===== src/rtl/raster_pkg.sv =====
package raster_pkg;

  // Decoded scan flags for one raster position
  typedef struct packed {
    logic hsync_n;
    logic vsync_n;
    logic disp_en;
  } raster_flags_t;

  // Half-open window test: lo <= x < lo + len
  function automatic logic in_window(input int unsigned x,
                                     input int unsigned lo,
                                     input int unsigned len);
    return (x >= lo) && (x < lo + len);
  endfunction

endpackage


===== src/rtl/raster_rst_sync.sv =====
module raster_rst_sync (
  input  logic clk,
  input  logic rst_n,
  output logic rst_n_sync
);

  logic stage_q;

  // Asynchronous assertion, synchronous release
  always_ff @(posedge clk or negedge rst_n) begin
    if (!rst_n) begin
      stage_q    <= 1'b0;
      rst_n_sync <= 1'b0;
    end else begin
      stage_q    <= 1'b1;
      rst_n_sync <= stage_q;
    end
  end

endmodule


===== src/rtl/raster_pix_gate.sv =====
module raster_pix_gate #(
  parameter int DIV = 1
) (
  input  logic clk,
  input  logic rst_n,
  input  logic en,
  output logic pix_step
);

  generate
    if (DIV <= 1) begin : g_direct
      logic unused_pins;
      assign unused_pins = clk ^ rst_n;
      assign pix_step    = en;
    end else begin : g_divided
      localparam int DW = $clog2(DIV);
      localparam logic [DW-1:0] DIV_LAST = DW'(DIV - 1);

      logic [DW-1:0] div_q;
      logic [DW-1:0] div_nxt;
      logic          div_last;

      assign div_last = (div_q == DIV_LAST);
      assign pix_step = en && div_last;

      always_comb begin
        div_nxt = div_q;
        if (en) begin
          div_nxt = div_last ? '0 : div_q + 1'b1;
        end
      end

      always_ff @(posedge clk or negedge rst_n) begin
        if (!rst_n) div_q <= '0;
        else        div_q <= div_nxt;
      end

      // divided pixel steps are never on adjacent cycles
      assert_no_back_to_back_R8: assert property (
        @(posedge clk) disable iff (!rst_n)
        pix_step |=> !pix_step
      );
    end
  endgenerate

endmodule


===== src/rtl/raster_mod_counter.sv =====
module raster_mod_counter #(
  parameter int W       = 10,
  parameter int MODULUS = 800
) (
  input  logic         clk,
  input  logic         rst_n,
  input  logic         step,
  output logic [W-1:0] q,
  output logic         at_last
);

  localparam logic [W-1:0] LAST_V = W'(MODULUS - 1);

  logic [W-1:0] q_nxt;

  assign at_last = (q == LAST_V);

  always_comb begin
    q_nxt = q;
    if (step) begin
      q_nxt = at_last ? '0 : q + 1'b1;
    end
  end

  always_ff @(posedge clk or negedge rst_n) begin
    if (!rst_n) q <= '0;
    else        q <= q_nxt;
  end

  // a step taken at the last value wraps the count to zero
  assert_wrap_to_zero_R1: assert property (
    @(posedge clk) disable iff (!rst_n)
    (step && at_last) |=> (q == '0)
  );

  // any other step adds exactly one
  assert_single_increment_R1: assert property (
    @(posedge clk) disable iff (!rst_n)
    (step && !at_last) |=> (q == $past(q) + 1'b1)
  );

  // without a step the count keeps its value
  assert_hold_without_step_R2: assert property (
    @(posedge clk) disable iff (!rst_n)
    !step |=> $stable(q)
  );

endmodule


===== src/rtl/raster_decode.sv =====
module raster_decode
  import raster_pkg::*;
#(
  parameter int W        = 10,
  parameter int H_ACTIVE = 640,
  parameter int H_FRONT  = 16,
  parameter int H_SYNC   = 96,
  parameter int V_ACTIVE = 480,
  parameter int V_FRONT  = 9,
  parameter int V_SYNC   = 2
) (
  input  logic [W-1:0]  h_pos,
  input  logic [W-1:0]  v_pos,
  output raster_flags_t flags
);

  localparam int HS_START = H_ACTIVE + H_FRONT;
  localparam int VS_START = V_ACTIVE + V_FRONT;

  always_comb begin
    flags.hsync_n = !in_window(32'(h_pos), HS_START, H_SYNC);
    flags.vsync_n = !in_window(32'(v_pos), VS_START, V_SYNC);
    flags.disp_en = (32'(h_pos) < H_ACTIVE) && (32'(v_pos) < V_ACTIVE);
  end

endmodule


===== src/rtl/raster_timing_gen.sv =====
module raster_timing_gen
  import raster_pkg::*;
#(
  parameter int CNT_W    = 10,
  parameter int H_ACTIVE = 640,
  parameter int H_FRONT  = 16,
  parameter int H_SYNC   = 96,
  parameter int H_BACK   = 48,
  parameter int V_ACTIVE = 480,
  parameter int V_FRONT  = 9,
  parameter int V_SYNC   = 2,
  parameter int V_BACK   = 29,
  parameter int PIX_DIV  = 1
) (
  input  logic             clk,
  input  logic             rst_n,
  input  logic             cnt_en,
  output logic [CNT_W-1:0] h_pos,
  output logic [CNT_W-1:0] v_pos,
  output logic             hsync_n,
  output logic             vsync_n,
  output logic             disp_en
);

  localparam int H_TOTAL = H_ACTIVE + H_FRONT + H_SYNC + H_BACK;
  localparam int V_TOTAL = V_ACTIVE + V_FRONT + V_SYNC + V_BACK;
  localparam logic [CNT_W-1:0] H_LAST_V   = CNT_W'(H_TOTAL - 1);
  localparam logic [CNT_W-1:0] HS_START_V = CNT_W'(H_ACTIVE + H_FRONT);
  localparam logic [CNT_W-1:0] VS_START_V = CNT_W'(V_ACTIVE + V_FRONT);

  logic          rst_n_sync;
  logic          pix_step;
  logic          h_last;
  logic          v_last;
  logic          v_step;
  raster_flags_t flags;

  raster_rst_sync u_rst (
    .clk        (clk),
    .rst_n      (rst_n),
    .rst_n_sync (rst_n_sync)
  );

  raster_pix_gate #(.DIV(PIX_DIV)) u_gate (
    .clk      (clk),
    .rst_n    (rst_n_sync),
    .en       (cnt_en),
    .pix_step (pix_step)
  );

  raster_mod_counter #(.W(CNT_W), .MODULUS(H_TOTAL)) u_hcnt (
    .clk     (clk),
    .rst_n   (rst_n_sync),
    .step    (pix_step),
    .q       (h_pos),
    .at_last (h_last)
  );

  // The line counter steps on the same qualified pixel step as the pixel counter
  assign v_step = pix_step && h_last;

  raster_mod_counter #(.W(CNT_W), .MODULUS(V_TOTAL)) u_vcnt (
    .clk     (clk),
    .rst_n   (rst_n_sync),
    .step    (v_step),
    .q       (v_pos),
    .at_last (v_last)
  );

  raster_decode #(
    .W(CNT_W), .H_ACTIVE(H_ACTIVE), .H_FRONT(H_FRONT), .H_SYNC(H_SYNC),
    .V_ACTIVE(V_ACTIVE), .V_FRONT(V_FRONT), .V_SYNC(V_SYNC)
  ) u_dec (
    .h_pos (h_pos),
    .v_pos (v_pos),
    .flags (flags)
  );

  assign hsync_n = flags.hsync_n;
  assign vsync_n = flags.vsync_n;
  assign disp_en = flags.disp_en;

  // the line count moves only after the last pixel of a line
  assert_line_step_at_end_R4: assert property (
    @(posedge clk) disable iff (!rst_n_sync)
    (v_pos != $past(v_pos)) |-> ($past(h_pos) == H_LAST_V)
  );

  // the frame wraps only from the last line at the last pixel
  assert_frame_wrap_R4: assert property (
    @(posedge clk) disable iff (!rst_n_sync)
    (v_step && v_last) |=> (v_pos == '0 && h_pos == '0)
  );

  // the horizontal pulse starts only at its first pixel
  assert_hsync_start_R5: assert property (
    @(posedge clk) disable iff (!rst_n_sync)
    $fell(hsync_n) |-> (h_pos == HS_START_V)
  );

  // the vertical pulse starts only at the start of its first line
  assert_vsync_start_R6: assert property (
    @(posedge clk) disable iff (!rst_n_sync)
    $fell(vsync_n) |-> (v_pos == VS_START_V && h_pos == '0)
  );

  // the visible area never overlaps either sync pulse
  assert_visible_without_sync_R7: assert property (
    @(posedge clk) disable iff (!rst_n_sync)
    disp_en |-> (hsync_n && vsync_n)
  );

endmodule


===== config.mk =====
export PLATFORM = sky130hd
export DESIGN_NAME = raster_timing_gen
export DESIGN_NICKNAME = d
export VERILOG_FILES = /design/src/rtl/raster_pkg.sv /design/src/rtl/raster_rst_sync.sv /design/src/rtl/raster_pix_gate.sv /design/src/rtl/raster_mod_counter.sv /design/src/rtl/raster_decode.sv /design/src/rtl/raster_timing_gen.sv
export SDC_FILE = /design/constraint.sdc
export NUM_CORES = 1
export LEC_CHECK = 0
export BUFFER_PORTS_ARGS = -buffer_cell sky130_fd_sc_hd__buf_2
export CAP_MARGIN = 25
export CORE_MARGIN = 2
export CORE_UTILIZATION = 30
export DETAILED_ROUTE_END_ITERATION = 10
export GPL_ROUTABILITY_DRIVEN = 0
export SETUP_SLACK_MARGIN = 0.1
export SYNTH_ARGS = -nofsm -noshare
export SYNTH_HDL_FRONTEND = slang
export SYNTH_SLANG_ARGS = --single-unit

===== constraint.sdc =====
create_clock -name clk -period 1.2 [get_ports clk]
set_input_delay 0.12 -clock clk [delete_from_list [all_inputs] [get_ports clk]]
set_output_delay 0.12 -clock clk [all_outputs]
set_load 0.005 [all_outputs]

* After elaboration in Yosys (flattened, before gate mapping)
Cells that the tools add are included.
Storage, ports and cells: word-level logic and storage cells 22, input bits 3, register bits after elaboration 22
Cells by class: add/sub/neg operators 2, eq/ne operators 2, muxes and demuxes 2, $lt $le $gt $ge 6, reductions and logical operators 6
Operator list (number):
- $add 10x1->10 const B | 2
- $eq 10x10->1 const B | 2
- $lt 10x10->1 const B | 2
- $lt 10x9->1 const B | 2
- $mux 10 | 2
- $ge 10x10->1 const B | 1
- $ge 10x9->1 const B | 1
- $logic_and 1x1->1 | 4
- $logic_not 1->1 | 2

* Logic depth before layout (Yosys ltp)
Gate-level depths: netlist of the first run.
depth after elaboration 3, mapped depth 6, mapped depth without buffers 5

* Modules after synthesis
From an unflattened synthesis of the first run, not the netlist that was laid out.
Second synthesis, totals: cells, all modules 113, area, all modules 1147.4 µm²
Modules (own cells, without submodules):
- raster_mod_counter at u_hcnt | area each 511.7 µm², cells each 50, instances 1
- raster_mod_counter at u_vcnt | area each 500.5 µm², cells each 48, instances 1
- raster_decode | area each 67.6 µm², cells each 10, instances 1
- raster_rst_sync | area each 53.8 µm², cells each 3, instances 1
- raster_pix_gate | area each 7.5 µm², cells each 1, instances 1
- raster_timing_gen | area each 6.3 µm², cells each 1, instances 1

* Least setup slack after synthesis of the first run
No wires, ideal clock.
path kind reg-to-reg, start point register u_hcnt.q[7], end point register u_vcnt.q[2], arrival time 1484 ps, path buffers 1, slack -409 ps, period minus slack after synthesis 1609 ps, stages on the path, launching flop included 6, data required time 1075 ps, setup time 125 ps, cells stage by stage dfrtp_1 nand4b_2 nor4_4 buf_6 nand2_2 xnor2_2
On the way: cells in the longest elaborated chain, start to end 2
Ends and longest elaborated chain:
- from (decl) | line raster_mod_counter.sv:8 | output logic [W-1:0] q,
- from (signal assigned) | line raster_mod_counter.sv:27 | else q <= q_nxt;
- $eq 10x10->1 | line raster_mod_counter.sv:16 | assign at_last = (q == LAST_V);
- $logic_and 1x1->1 | line raster_timing_gen.sv:60 | assign v_step = pix_step && h_last;
- to (signal assigned) | line raster_mod_counter.sv:27
- to (decl) | line raster_mod_counter.sv:8
No other way between the ends. A chain may end at the register's enable or synchronous reset.

* Final worst setup path of the first run
start point register u_hcnt.q[6], end point output port hsync_n
On the way: cells in the longest elaborated chain, start to end 3, elaborated cells between the ends (all ways) 4, those cells by class order compare: 2; reduce/logical: 2
Ends and longest elaborated chain:
- $ge 10x10->1 / $lt 10x10->1 (equally long branches) | line raster_pkg.sv:14 | return (x >= lo) && (x < lo + len);
- $logic_and 1x1->1 * | line raster_pkg.sv:14
- $logic_not 1->1 * | line raster_decode.sv:21 | flags.hsync_n = !in_window(32'(h_pos), HS_START, H_SYNC);
- to (decl) | line raster_timing_gen.sv:20 | output logic hsync_n,
Mark *: on every way between the ends. The rest lies on a longest branch, timed or not.

==> impl_metrics.env, run 1 <==
export IMPL_p_leak_nw=1.111
export IMPL_drtIter0Drc=42
export IMPL_port_buffer_count=25
export IMPL_async_reset_ff_share_pct=100.0
export IMPL_cts_root_buf="clkbuf_8"
export IMPL_fmax_mhz=609.8
export IMPL_yosys_area_top_type="dfrtp_1"
export IMPL_critPathRequiredTime_ns=1.08
export IMPL_num_vias=1138
export IMPL_peakVddDrop_mv=0.5216
export IMPL_first_pass_iters=4
export IMPL_clock_skew_ns=0.004795
export IMPL_start_kind="register"
export IMPL_synth_cells=108
export IMPL_grt_max_degree=14
export IMPL_synth_edff_count=0
export IMPL_numClockSinks=22
export IMPL_cts_path_max_buffers=2
export IMPL_start_util_pct=31.21
export IMPL_violations="setup timing"
export IMPL_drv_cap=0
export IMPL_synthFlopType="dfrtp_1"
export IMPL_synth_top_cell_area_share_pct=47.83
export IMPL_path_clk_slew_ns=0.09
export IMPL_hold_viol=0
export IMPL_clk_latency_ns=0.28
export IMPL_yosys_register_bits=22
export IMPL_ys_types=33
export IMPL_cp_end_kind="output port"
export IMPL_place_hpwl_um=2166
export IMPL_final_nets=201
export IMPL_setup_slack_ns=-0.4399
export IMPL_slew_viol_final=0
export IMPL_r2r_cells=5
export IMPL_timing_worst_setup_path_type="register to output port"
export IMPL_ys_seq_area_share_pct=47.83
export IMPL_ys_warn_count=0
export IMPL_area_growth_pct=93.48
export IMPL_vias_per_cell=4.742
export IMPL_critPathArrivalTime_ns=1.52
export IMPL_final_cell_area_um2=2227
export IMPL_setup_violations_final=22
export IMPL_synthTopCellsByArea="dfrtp_1, xnor2_1, ha_1"
export IMPL_synthesis_nets=116
export IMPL_wirelength_um=3486
export IMPL_period_needed_ns=1.640
export IMPL_grt_pass1_vias=1127
export IMPL_fin_setup_tns_ns=-6.054
export IMPL_die_h_um=65.95
export IMPL_drtAntennaViolNets=0
export IMPL_syn_cell_area_um2=1151
export IMPL_hold_path_class="input pin to asynchronous set/reset pin"
export IMPL_diodes=0
export IMPL_path_max_fanout=4
export IMPL_place_area_um2=1603
export IMPL_die_width_um=65.95
export IMPL_htree_levels=1
export IMPL_dp_cells=213
export IMPL_status="complete, but fails checks"
export IMPL_grt_overflow=0
export IMPL_placementRows=22
export IMPL_p_total_w=0.002552
export IMPL_antenna_found_initial=0
export IMPL_rsz0062_at_grt="true"
export IMPL_drt_wirelength_per_cell_um=14.53
export IMPL_synthMostInstantiatedCell="dfrtp_1"
export IMPL_grt_util_all_layers_pct=15.75
export IMPL_fp_coreArea_um2=3689
export IMPL_die_area_um2=4349
export IMPL_pin_count=26
export IMPL_drive_gt1_share_pct=68.75
export IMPL_cts_buffers=3
export IMPL_final_cells=240
export IMPL_grt_pass1_wl_um=5188
export IMPL_synth_common_cells="dfrtp_1, nand2_1, nand3_1, xnor2_1, inv_1"
export IMPL_drc=0
export IMPL_cts_tree="done"
export IMPL_fin_crit_sh_pct=136.7
export IMPL_n_fill_cell=285
export IMPL_avgSynthCellArea_um2=10.66
export IMPL_power_density_nw_per_um2=1146
## timing repair
action,CTS,global route
hold endpoints to repair,2,0
gates resized for setup,59,31
endpoints found under the setup margin,25,36
buffers inserted,14,10
hold buffers,1,0
cloned,1,0
pin swaps,26,15
## cells by family (layout without fill, tap and decap cells)
group                      after synthesis  in the layout  share of synthesized area (%)
adders and majority gates                5              5                          5.435
muxes                                    3              3                          2.717
DFF                                     22             22                          47.83
buffers and inverters                    8             92                          3.261
other                                    1              1                         0.3258
and+or+nand+nor                         47             47                          24.13
AOI/OAI and AO/OA                        9              9                          5.110
xor gates and xnor gates                13             13                          11.20
## per-layer routing
layer,track usage (%),routed length (um),vias to the layer above,part of all wire (%)
met2,26.52,1838,17,53
met3,2.044,68,4,2.0
met1,20.09,1547,574,44
li1,-,-,543,-
met5,0,0,-,0
met4,7.143,31,0,0.89
## flip-flops by register name, indices dropped and copies added, names as in the netlist
| register | count |
|---|---|
| u_rst.rst_n_sync | 1 |
| u_rst.stage_q | 1 |
| u_vcnt.q | 10 |
| u_hcnt.q | 10 |
## cells in the final DEF (no fill, tap or decap), types with 2 or more instances in the layout
cell       n
and3_1     4
nand2_4    4
nand3_4    2
inv_1      3
inv_2      2
xnor2_2    5
nand3_2    3
nand3_1    4
xnor2_1    6
nand2_1    6
nor2_2     3
clkbuf_8   3
dfrtp_2    3
ha_4       3
a21oi_2    2
dfrtp_1   19
o21ai_2    2
nand4_1    4
buf_6     35
buf_4     28
buf_2     17
nor3_1     2
mux2i_1    2
nor4_4     2
## layout make-up
cell class	instances	area (um2)	share of cell area, %
multi-input cells	78	808.3	36.29
repair buffers	81	699.4	31.40
flip-flops and latches	22	554.3	24.89
well taps	48	60.06	2.697
clock buffers	3	41.29	1.854
inverters	7	33.78	1.517
clock inverters	1	30.03	1.348
## report_power, final
| part | internal (W) | switching, W | leakage (nW) | total (W) |
|---|---|---|---|---|
| Sequential | 0.000828 | 0.000101 | 0.273 | 0.000928 |
| Clock | 0.000447 | 0.000281 | 0.0357 | 0.000728 |
| Combinational | 0.000523 | 0.000372 | 0.802 | 0.000895 |
## stage by stage
| step | util (%) | setup slack [ns] | hold WS, ns |
|---|---|---|---|
| finish | 60.38 | -0.4399 | 0.1372 |
| CTS | 54.65 | -0.4396 | 0.1395 |
| global placement | 43.45 | -0.2799 | -0.09432 |
| global route | 60.38 | -0.5140 | 0.1479 |
| detailed placement | 43.45 | -0.3154 | -0.09270 |
| floorplan | - | -0.3876 | -0.1756 |
## worst paths after layout
kind                                   from            end  slack [ns]
setup / recovery                u_hcnt.q[6]        hsync_n       -0.44
hold / removal                        rst_n  u_rst.stage_q        0.14
setup reg to reg                u_hcnt.q[5]    u_vcnt.q[7]       -0.40
hold reg to reg            u_rst.rst_n_sync    u_vcnt.q[0]        0.19
max in group asynchronous  u_rst.rst_n_sync    u_hcnt.q[4]        0.84
min in group clk                     cnt_en    u_hcnt.q[2]        0.15
## worst max-delay path, cell delays in order (launching register included)
cell and delay, ns:
dfrtp_1 0.40, buf_6 0.13, and3_4 0.17, or4_4 0.41, buf_6 0.13
(Power assumes the default switching activity.)
==> run 2: changes to the inputs <==
--- a/config.mk
+++ b/config.mk
@@ -5,12 +5,13 @@
 export SDC_FILE = /design/constraint.sdc
 export NUM_CORES = 1
 export LEC_CHECK = 0
+export ABC_AREA = 1
 export BUFFER_PORTS_ARGS = -buffer_cell sky130_fd_sc_hd__buf_2
 export CAP_MARGIN = 25
 export CORE_MARGIN = 2
 export CORE_UTILIZATION = 30
 export DETAILED_ROUTE_END_ITERATION = 10
-export GPL_ROUTABILITY_DRIVEN = 0
+export GPL_ROUTABILITY_DRIVEN = 1
 export SETUP_SLACK_MARGIN = 0.1
 export SYNTH_ARGS = -nofsm -noshare
 export SYNTH_HDL_FRONTEND = slang
==> constraint.sdc (replaced) <==
create_clock -name clk -period 1.2 [get_ports clk]
set_input_delay 0.06 -clock clk [delete_from_list [all_inputs] [get_ports clk]]
set_output_delay 0.06 -clock clk [all_outputs]
set_load 0.005 [all_outputs]
==> run 2 against run 1 <==
Net effect: the flow still finishes with violations (setup timing); core utilization decreased by 4.4 points; worst hold slack got worse by 0.037 ns; total power rose by 40%; global-route usage decreased by 0.19 points; final area grew 2.0%; non-clock buffer count shrank 6; clock skew down 0.0029 ns; sequential power up 17%; via count grew 27%; sequential share of layout area decreased by 0.49 points; largest power group is now combinational cells.
==> impl_metrics.env, run 2 <==
export IMPL_drtAntennaViolNets=0
export IMPL_placementRows=23
export IMPL_cts_root_buf="clkbuf_8"
export IMPL_p_total_w=0.003564
export IMPL_rsz0062_at_grt="true"
export IMPL_start_kind="register"
export IMPL_clk_latency_ns=0.26
export IMPL_synth_top_cell_area_share_pct=42.93
export IMPL_clock_skew_ns=0.001899
export IMPL_async_reset_ff_share_pct=100.0
export IMPL_synthAdderAreaFrac_pct=4.878
export IMPL_setup_slack_ns=-0.2886
export IMPL_timing_hold_ws_ns=0.1001
export IMPL_r2r_cells=8
export IMPL_ys_seq_area_share_pct=42.93
export IMPL_avgSynthCellArea_um2=7.371
export IMPL_grt_pass1_wl_um=6182
export IMPL_power_density_nw_per_um2=1568
export IMPL_synth_compound_area_share_pct=5.659
export IMPL_grt_max_degree=21
export IMPL_antenna_found_initial=0
export IMPL_synthMostInstantiatedCell="nand2_1"
export IMPL_timing_worst_setup_path_type="register to register"
export IMPL_fmax_mhz=671.8
export IMPL_syn_cell_area_um2=1282
export IMPL_seqPwrFrac_pct=30.7
export IMPL_fin_crit_sh_pct=124.0
export IMPL_synthFlopType="dfrtp_1"
export IMPL_area_growth_pct=77.17
export IMPL_numClockSinks=22
export IMPL_setup_violations_final=22
export IMPL_vias_per_cell=4.766
export IMPL_fp_coreArea_um2=4058
export IMPL_drc=0
export IMPL_p_sw_w=0.001380
export IMPL_worst_path_buf_inv=1
export IMPL_utilization_pct=56.00
export IMPL_routabilityCongestion=0.8593
export IMPL_p_leak_nw=1.083
export IMPL_synth_top_family_by_area="simple AND/OR/NAND/NOR gates"
export IMPL_final_common_cell="buf_4"
export IMPL_synth_xor_area_share_pct=2.049
export IMPL_htree_levels=1
export IMPL_place_hpwl_um=2436
export IMPL_wirelength_um=3837
export IMPL_port_buffer_count=25
export IMPL_drive_gt1_share_pct=54.94
export IMPL_cp_common_cell="nor2_4"
export IMPL_r2r_setup_slack_ns=-0.29
export IMPL_cp_slowest_cell="dfrtp_1"
export IMPL_hold_path_class="input pin to register"
export IMPL_final_nets=262
export IMPL_critPathArrivalTime_ns=1.64
export IMPL_hold_depth=2
export IMPL_diodes=0
export IMPL_clkPwrFrac_pct=15.1
export IMPL_reg_top3="u_hcnt.q x10, u_vcnt.q x10"
export IMPL_die_area_um2=4814
export IMPL_critPathRequiredTime_ns=1.36
export IMPL_yosys_area_share_simple_pct=35.02
export IMPL_pwr_share_comb_pct=54.3
export IMPL_slew_viol_final=0
export IMPL_violations="setup timing"
export IMPL_status="complete, but fails checks"
export IMPL_synth_edff_count=0
export IMPL_yosys_register_bits=22
export IMPL_synth_cells=174
export IMPL_grt_pass1_vias=1356
export IMPL_layout_common_cells="buf_4, nand2_1, buf_2"
export IMPL_synthTopCellsByArea="dfrtp_1, nand2_1, inv_1"
export IMPL_drtIter0Drc=57
export IMPL_ys_warn_count=0
export IMPL_yosys_area_top_type="dfrtp_1"
export IMPL_die_width_um=69.38
export IMPL_hold_viol=0
export IMPL_pin_count=26
export IMPL_seq_area_um2=554.3
export IMPL_ys_types=22
export IMPL_crit_reg2reg_launch="u_hcnt.q[1]"
export IMPL_hold_end="u_hcnt.q[1]"
export IMPL_cts_buffers=3
export IMPL_n_fill_cell=378
export IMPL_die_h_um=69.38
export IMPL_crit_path_max_incr_delay_ns=0.40
export IMPL_synthesis_nets=182
export IMPL_p_int_w=0.002184
export IMPL_drv_cap=0
export IMPL_final_cell_area_um2=2272
export IMPL_crit_chain="ha_4, nand2_4, nor2_4, nand4_1, nor2_4, inv_2, nand2_1, o21ai_1"
export IMPL_path_clk_slew_ns=0.08
export IMPL_peakVddDrop_mv=1.220
export IMPL_path_max_fanout=5
export IMPL_num_vias=1444
export IMPL_swShare_pct=38.72
export IMPL_critical_path_top_delay_family="simple AND/OR/NAND/NOR gates"
export IMPL_cts_path_max_buffers=2
export IMPL_fin_setup_tns_ns=-3.319
export IMPL_first_pass_iters=4
export IMPL_multi_input_area_um2=890.9
export IMPL_grt_util_all_layers_pct=15.56
export IMPL_drt_wirelength_per_cell_um=12.66
export IMPL_r2r_end="u_vcnt.q[3]"
export IMPL_synth_common_cells="nand2_1, inv_1, nor2_1, dfrtp_1, nand3_1"
export IMPL_start_util_pct=31.61
export IMPL_period_needed_ns=1.489
export IMPL_synthMuxAreaShare_pct=0
export IMPL_min_delay_start="cnt_en"
export IMPL_grt_overflow=0
export IMPL_cts_tree="done"
export IMPL_place_area_um2=1719
export IMPL_cp_end_kind="register"
run 2: timing repair:
item                                   4_1_cts  5_1_grt
setup endpoints to repair                   23       27
hold buffers                                 1        0
setup buffers                                8        9
endpoints found under the hold margin        2        0
cloned                                       1        0
resized for setup                           52       41
pin swaps                                    7       16
run 2: worst max-delay path by stage:
stage                           start          end  slack (ns)  depth (start not counted)
final                     u_hcnt.q[1]  u_vcnt.q[3]       -0.29                          8
after global routing      u_hcnt.q[1]  u_vcnt.q[3]       -0.36                          8
after CTS                 u_vcnt.q[1]      vsync_n       -0.29                          7
after detailed placement  u_hcnt.q[0]  u_vcnt.q[3]       -0.18                          8
after global placement    u_vcnt.q[0]  u_vcnt.q[3]       -0.13                          7
after floorplan           u_hcnt.q[1]  u_vcnt.q[3]       -0.12                          8
run 2: worst reg2reg max path, cell delays in order, from the launching register on:
cell     delay, ns
dfrtp_1       0.40
ha_4          0.18
nand2_4       0.05
nor2_4        0.10
nand4_1       0.22
nor2_4        0.25
inv_2         0.08
nand2_1       0.06
o21ai_1       0.05
run 2: area by class of cell:
type | instances | share of cell area [%]
inverters | 30 | 5.396
clock buffers | 4 | 2.423
flip-flops and latches | 22 | 24.39
multi-input cells | 122 | 39.21
repair buffers | 75 | 25.83
well taps | 50 | 2.753
run 2: cells by family after synthesis:
kind of cell             Yosys count
AND/OR/NAND/NOR                   98
XOR/XNOR                           3
flip-flops                        22
adder cells (fa/ha/maj)            5
other                              1
buffers and inverters             31
AO/OA/AOI/OAI                     14
run 2: metrics by stage:
stage / setup WS [ns] / std cells
5_1_grt: -0.3622 / 303
2_1_floorplan: -0.1172 / 174
3_5_place_dp: -0.1841 / 281
4_1_cts: -0.2859 / 295
3_3_place_gp: -0.1252 / 281
6_report: -0.2886 / 303
run 2: metal layers:
| layer | track usage, % | part of all wire, % | vias up |
|---|---|---|---|
| met2 | 26.28 | 53 | 29 |
| met1 | 20.56 | 44 | 692 |
| met4 | 3.050 | 0.34 | 0 |
| met3 | 3.343 | 3.2 | 2 |
| met5 | 0 | 0 | - |
| li1 | - | - | 721 |
run 2: power groups by stage:
| stage | clock [W] | combinational [W] | sequential [W] |
|---|---|---|---|
| global route | 0.000577 | 0.00212 | 0.00113 |
| global placement | 0 | 0.00128 | 0.00105 |
| floorplan | 0 | 0.000519 | 0.00114 |
| finish | 0.000537 | 0.00193 | 0.00109 |
| detailed placement | 0 | 0.00129 | 0.00105 |
| CTS | 0.000552 | 0.00165 | 0.00107 |
==> run 3: changes to the inputs <==
--- a/config.mk
+++ b/config.mk
@@ -8,7 +8,6 @@
 export ABC_AREA = 1
 export BUFFER_PORTS_ARGS = -buffer_cell sky130_fd_sc_hd__buf_2
 export CAP_MARGIN = 25
-export CORE_MARGIN = 2
 export CORE_UTILIZATION = 30
 export DETAILED_ROUTE_END_ITERATION = 10
 export GPL_ROUTABILITY_DRIVEN = 1
==> run 3 against run 2 <==
Net effect: the run still ends with setup timing left; critical path depth decreased by 2; sequential power about the same; core utilization increased by 1.5 points; cell count is 3.0% higher; clock power rose by 5.0%; clock-buffer cell count unchanged; flip-flop and latch count unchanged; fmax shrank 0.75%; highest routed layer unchanged.
==> impl_metrics.env, run 3 (synthesis results as in run 2) <==
export IMPL_status="complete, but fails checks"
export IMPL_violations="setup timing"
export IMPL_hold_viol=0
export IMPL_peakVddDrop_mv=1.295
export IMPL_period_needed_ns=1.500
export IMPL_place_hpwl_um=2508
export IMPL_slew_viol_final=0
export IMPL_p_total_w=0.003782
export IMPL_cts_root_buf="clkbuf_8"
export IMPL_grt_overflow=0
export IMPL_die_h_um=67.38
export IMPL_power_density_nw_per_um2=1620
export IMPL_drive_gt1_share_pct=57.63
export IMPL_timing_hold_ws_ns=0.09341
export IMPL_drtAntennaViolNets=0
export IMPL_dp_cells=289
export IMPL_numClockSinks=22
export IMPL_grt_max_degree=21
export IMPL_critPathLaunch="u_vcnt.q[0]"
export IMPL_num_vias=1460
export IMPL_first_pass_iters=4
export IMPL_drtIter0Drc=79
export IMPL_grt_pass1_vias=1411
export IMPL_crit_reg2reg_launch="u_hcnt.q[1]"
export IMPL_cp_slowest_cell="dfrtp_2"
export IMPL_cts_tree="done"
export IMPL_timing_worst_setup_path_type="register to output port"
export IMPL_layout_common_cells="buf_4, inv_1, buf_2"
export IMPL_cp_end_kind="output port"
export IMPL_antenna_found_initial=0
export IMPL_final_cell_area_um2=2335
export IMPL_grt_pass1_wl_um=6196
export IMPL_final_cells=312
export IMPL_setup_slack_ns=-0.2998
export IMPL_clock_skew_ns=0.006807
export IMPL_cts_path_max_buffers=2
export IMPL_vias_per_cell=4.679
export IMPL_final_common_cell="buf_4"
export IMPL_critPathRequiredTime_ns=1.14
export IMPL_start_kind="register"
export IMPL_reg_top3="u_hcnt.q x10, u_vcnt.q x10"
export IMPL_diodes=0
export IMPL_critPathArrivalTime_ns=1.44
export IMPL_die_area_um2=4540
export IMPL_grt_util_all_layers_pct=18.34
export IMPL_crit_path_max_incr_delay_ns=0.39
export IMPL_drc=0
export IMPL_worst_path_buf_inv=3
export IMPL_routabilityCongestion=0.7736
export IMPL_path_max_fanout=3
export IMPL_path_clk_slew_ns=0.09
export IMPL_rsz0062_at_grt="true"
export IMPL_critical_path_top_delay_family="flip-flops"
export IMPL_crit_chain="buf_6, inv_1, ha_2, a211oi_2, nand3_1, buf_2"
export IMPL_wirelength_um=4085
export IMPL_area_growth_pct=82.05
export IMPL_pin_count=26
export IMPL_fin_crit_sh_pct=125.0
export IMPL_final_nets=271
export IMPL_fp_coreArea_um2=4058
export IMPL_die_width_um=67.38
export IMPL_placementRows=23
export IMPL_fmax_mhz=666.8
export IMPL_cts_buffers=3
export IMPL_clk_latency_ns=0.27
export IMPL_hold_path_class="input pin to asynchronous set/reset pin"
export IMPL_p_leak_nw=1.169
export IMPL_port_buffer_count=25
export IMPL_drv_cap=0
export IMPL_start_util_pct=31.61
export IMPL_htree_levels=1
export IMPL_place_area_um2=1779
export IMPL_setup_violations_final=22
export IMPL_drt_wirelength_per_cell_um=13.09
==> run 3: what timing repair did <==
item	CTS	global route
pin swaps	19	15
endpoints found under the setup margin	22	27
resized for setup	51	47
setup buffers	12	7
endpoints found under the hold margin	2	0
hold buffers	1	0
gates cloned	0	1
==> run 3: report_power, final <==
group | switching [W] | total [W] | internal, W
clock network | 0.000270 | 0.000564 | 0.000294
logic | 0.00103 | 0.00212 | 0.00110
registers | 0.000176 | 0.00110 | 0.000919
total | 0.00147 | 0.00378 | 0.00231
==> run 3: final timing paths <==
check | slack [ns] | cells after the start | to
worst max-delay path | -0.30 | 6 | vsync_n
worst min-delay path | 0.09 | 2 | u_rst.rst_n_sync
worst max register to register | -0.26 | 9 | u_vcnt.q[3]
worst min register to register | 0.21 | 1 | u_vcnt.q[0]
max in group asynchronous | 0.75 | 1 | u_hcnt.q[2]
min in group clk | 0.13 | 2 | u_hcnt.q[1]
==> run 3: area by class of cell <==
class                      instances  area [um2]
fill                             355        1723
sequential                        22       555.5
multi-input combinational        122       893.4
timing repair buffer              84       653.1
tap                               50       62.56
clock buffer                       4       55.05
inverter                          30       115.1
==> run 3: layer usage <==
| metal | track usage (%) | share of wire, % | vias to the layer above |
|---|---|---|---|
| li1 | - | - | 732 |
| met1 | 23.44 | 45 | 690 |
| met2 | 30.88 | 50 | 32 |
| met3 | 3.885 | 4.0 | 6 |
| met4 | 5.319 | 0.95 | 0 |
| met5 | 0 | 0 | - |
==> run 3: stage by stage <==
step                TNS, ns  util [%]  setup slack [ns]
global placement     -1.278     43.85           -0.1304
finish               -3.603     57.54           -0.2998
floorplan           -0.9496         -           -0.1172
CTS                  -2.658     52.08           -0.3043
global route         -5.416     57.54           -0.3623
detailed placement   -1.827     43.85           -0.1780
